==> config.mk <==
export PLATFORM = sky130hd
export DESIGN_NAME = bcd_adder
export DESIGN_NICKNAME = d
export VERILOG_FILES = /design/src/rtl/bcd_add_pkg.sv /design/src/rtl/bcd_digit_bin_add.sv /design/src/rtl/bcd_digit_fix.sv /design/src/rtl/bcd_digit_stage.sv /design/src/rtl/bcd_adder.sv
export SDC_FILE = /design/constraint.sdc
export NUM_CORES = 1
export LEC_CHECK = 0
export ABC_CLOCK_PERIOD_IN_PS = 8200
export BUFFER_PORTS_ARGS = -buffer_cell sky130_fd_sc_hd__buf_2
export CORE_UTILIZATION = 43
export DETAILED_ROUTE_END_ITERATION = 12
export GPL_ROUTABILITY_DRIVEN = 0
export GPL_TIMING_DRIVEN = 0
export PLACE_DENSITY = 0.91
export SLEW_MARGIN = 0
export SYNTH_ARGS = -nofsm -noshare
export SYNTH_HDL_FRONTEND = slang
export SYNTH_SLANG_ARGS = --single-unit
==> constraint.sdc <==
create_clock -name vclk -period 8.2
set_input_delay 1.23 -clock vclk [all_inputs]
set_output_delay 1.23 -clock vclk [all_outputs]
set_load 0.05 [all_outputs]
==> src/rtl/bcd_add_pkg.sv <==
package bcd_add_pkg;
  localparam int DIGIT_W = 4;
  typedef logic [DIGIT_W-1:0] bcd_digit_t;
  localparam bcd_digit_t DEC_ADJ = 4'd6;
endpackage

==> src/rtl/bcd_digit_bin_add.sv <==
module bcd_digit_bin_add
  import bcd_add_pkg::*;
(
  input  bcd_digit_t a_i,
  input  bcd_digit_t b_i,
  input  logic       c_i,
  output bcd_digit_t sum_o,
  output logic       co_o
);
  assign {co_o, sum_o} = {1'b0, a_i} + {1'b0, b_i} + {{DIGIT_W{1'b0}}, c_i};
endmodule

==> src/rtl/bcd_digit_fix.sv <==
module bcd_digit_fix
  import bcd_add_pkg::*;
(
  input  bcd_digit_t bin_sum_i,
  input  logic       bin_co_i,
  output bcd_digit_t dig_o,
  output logic       dc_o
);
  logic need_adj;

  // above nine: binary carry, or 11XX / 1X1X
  assign need_adj = bin_co_i | (bin_sum_i[3] & bin_sum_i[2]) | (bin_sum_i[3] & bin_sum_i[1]);
  // carry of the +6 step is dropped by the 4-bit result
  assign dig_o    = bin_sum_i + (need_adj ? DEC_ADJ : bcd_digit_t'(0));
  assign dc_o     = need_adj;
endmodule

==> src/rtl/bcd_digit_stage.sv <==
module bcd_digit_stage
  import bcd_add_pkg::*;
(
  input  bcd_digit_t a_i,
  input  bcd_digit_t b_i,
  input  logic       c_i,
  output bcd_digit_t dig_o,
  output logic       dc_o
);
  bcd_digit_t bin_sum;
  logic       bin_co;

  bcd_digit_bin_add u_bin (
    .a_i  (a_i),
    .b_i  (b_i),
    .c_i  (c_i),
    .sum_o(bin_sum),
    .co_o (bin_co)
  );

  bcd_digit_fix u_fix (
    .bin_sum_i(bin_sum),
    .bin_co_i (bin_co),
    .dig_o    (dig_o),
    .dc_o     (dc_o)
  );
endmodule

==> src/rtl/bcd_adder.sv <==
module bcd_adder
  import bcd_add_pkg::*;
#(
  parameter int NUM_DIGITS = 4
) (
  input  logic [DIGIT_W*NUM_DIGITS-1:0] a_i,
  input  logic [DIGIT_W*NUM_DIGITS-1:0] b_i,
  input  logic                          cin_i,
  output logic [DIGIT_W*NUM_DIGITS-1:0] sum_o,
  output logic                          cout_o
);
  localparam int VEC_W = DIGIT_W * NUM_DIGITS;

  logic [NUM_DIGITS:0] dcarry;

  assign dcarry[0] = cin_i;

  for (genvar d = 0; d < NUM_DIGITS; d++) begin : g_digit
    bcd_digit_stage u_stage (
      .a_i  (a_i[d*DIGIT_W +: DIGIT_W]),
      .b_i  (b_i[d*DIGIT_W +: DIGIT_W]),
      .c_i  (dcarry[d]),
      .dig_o(sum_o[d*DIGIT_W +: DIGIT_W]),
      .dc_o (dcarry[d+1])
    );
  end

  assign cout_o = dcarry[NUM_DIGITS];

  logic unused_w;
  assign unused_w = ^{VEC_W[0]};
endmodule

==> impl_metrics.yaml <==
global_route:
  grt_pass1_wl_um: 3530
  grt_pass1_vias: 928
  grt_most_used_layer: "met2"
  grt_usage_pct: 21.7
  grt_use_met1_pct: 19.8
  grt.met2_usage_pct: 49.7
  grt_met3_use_pct: 2.31
  gr-total-overflow: 0
  pin_count_of_the_biggest_net_entering_global_routing: 6
  antenna_violations_before_repair: 0
detailed_routing:
  number_of_drc_markers_in_iteration_0: 1
  via_count: 909
  detail_route.wirelength_um: 2180
  via_per_inst: 4.89
  firstDrtPassIters: 3
  detail-route-antenna-nets: 0
  routed_length_per_placed_instance_um: 11.7
  route.detailed.drc: 0
min_path:
  hold-path-cell-count: 3
  end_point_of_the_most_critical_hold_path: "sum_o[8]"
  hold_class: "input pin to output pin"
  hold_start: "b_i[8]"
die:
  dieArea_mm2: 0.00221
  initial_utilization_pct: 48.3
  die_height_um: 47.0
  fp-row-count: 15
  die_w_um: 47.0
  floorplan.core_area_mm2: 0.00180
  io_pins: 50
sta:
  hold_viol: 0
  maxSlewViolCount: 0
  setup_ws_ns: -0.497
  rsz0062_at_grt: "yes"
  period_minus_slack_ns: 8.70
  relSlewSlack_pct: 76.8
  setup_tns_ns: -0.846
  final.period_utilization_pct: 106
  setup-violations-final: 2
  fin_hold_ws_ns: 2.99
  max_freq_mhz: 115
  worst-slew-pin-transition_ns: 0.347
critical_path:
  slowest_stage: "or4_4"
  worst_setup_path_start_kind: "input pin"
  crit_path_end_kind: "output pin"
  slowest_delay_ns: 0.48
  crit_arrival_ns: 7.47
  setup.worst_path.class: "input pin to output pin"
  path_common_cell: "fa_2"
  critical_path_peak_fanout: 4
  cp.required_ns: 6.97
pwr:
  power.switching_mw: 0.243
  total_leakage_power_nw: 0.735
  power_frac_seq_pct: 0
  combinationalPowerShare_pct: 100.0
  power_density_mw_per_mm2: 260
  swShare_pct: 64.9
  p_int_mw: 0.132
  finalPower_mw: 0.375
  clock_power_share_pct: 0
  irDropWorstVdd_uv: 278
yosys:
  yosysUniqueCellTypes: 22
  synth_area_um2: 870
  synth_nets: 161
  synth_cells: 100
  seq_area_frac_synth_pct: 0
  synth.yosys.warnings: 0
  syn_area_per_cell_um2: 8.70
clock_tree:
  cts_hold_buffers: 0
placed_design:
  post-place-cells: 175
  place_ws_ns: -0.916
  post-dp-hpwl_um: 1870
  io_buffer_count: 50
finish:
  nClkBuffers: 0
  nets: 224
  final-instance-count-excl-fill: 186
  fill_cells: 129
  final_layout_size_suffix_gt1_share_pct: 58.4
  mostFrequentLayoutCell: "buf_2"
  area.sequential_um2: 0
  design.seq.count: 0
  final_cell_mix: "46 x buf_2, 15 x ha_1, 14 x inv_1, 10 x buf_4"
  insertedDiodeCount: 0
  multiInputGateArea_um2: 961
  areaGrowthSynthToFinish_pct: 65.6
run_status:
  failing_checks: "negative setup slack"
  outcome: "complete, but fails checks"
job:
  maxCapViolCount: 0
==> per-layer routing <==
layer	share of wire [%]	vias up
li1	-	449
met1	34	431
met2	62	29
met3	4.5	0
met4	0	0
met5	0	-
==> cell type report <==
class | count | share of cell area, %
timing repair buffer | 61 | 25.6
tap | 25 | 2.17
inverter | 19 | 5.47
multi-input combinational | 81 | 66.7
==> per-stage QoR <==
stage	utilization, %	instance area (um2)
global route	79.9	1440
floorplan	-	982
global placement	70.1	1260
finish	79.9	1440
CTS	77.5	1400
detailed placement	70.1	1260
==> worst max-delay path by stage <==
stage	startpoint	end	slack, ns	cells past startpoint
after floorplan	a_i[0]	sum_o[15]	-0.61	30
after global placement	a_i[0]	sum_o[15]	-0.74	32
after detailed placement	a_i[0]	sum_o[15]	-0.92	34
after CTS	a_i[0]	sum_o[15]	-0.45	31
after global routing	a_i[0]	sum_o[15]	-0.77	31
final	a_i[0]	sum_o[15]	-0.50	32
==> cells by family after synthesis <==
| group | count (synthesis) | share of synthesized area [%] |
|---|---|---|
| buf+inv | 19 | 8.20 |
| compound gates | 12 | 9.07 |
| mux | 2 | 2.30 |
| simple gates | 27 | 17.7 |
| fa+ha+maj | 28 | 50.6 |
| xor+xnor | 12 | 12.1 |
==> critical path, delay by kind of cell <==
kind | cells | cell delay [ns]
AND/OR/NAND/NOR | 6 | 0.89
buffers and inverters | 7 | 0.71
adder cells (fa/ha/maj) | 8 | 2.83
AO/OA/AOI/OAI | 8 | 1.31
XOR/XNOR | 3 | 0.50
==> Yosys cell counts (all sizes together) <==
master | count | share of area, %
nor3b | 2 | 1.7
or4 | 1 | 0.86
a22oi | 1 | 0.86
nand2b | 3 | 2.2
o31a | 1 | 1.0
nor2b | 6 | 4.3
mux2i | 2 | 2.3
nor3 | 1 | 0.57
fa | 12 | 28
inv | 19 | 8.2
nor4bb | 2 | 2.3
xor2 | 4 | 4.0
o21ai | 3 | 1.7
nor4b | 1 | 1.0
a21oi | 5 | 3.3
nor2 | 9 | 3.9
nand2 | 2 | 0.86
o311a | 1 | 1.2
ha | 16 | 23
a2bb2oi | 1 | 1.0
xnor2 | 8 | 8.1
==> power by group through the flow <==
stage,logic [mW],clock network (mW),registers [mW]
CTS,0.366,0,0
global route,0.402,0,0
finish,0.375,0,0
floorplan,0.290,0,0
detailed placement,0.331,0,0
global placement,0.321,0,0
==> repair_timing <==
action | 4_1_cts | 5_1_grt
pin swaps | 9 | 4
buffers inserted | 9 | 2
resized for setup | 15 | 8
setup endpoints to repair | 4 | 4
cloned | 0 | 0
Note: power is estimated with default switching activity, not from simulation.
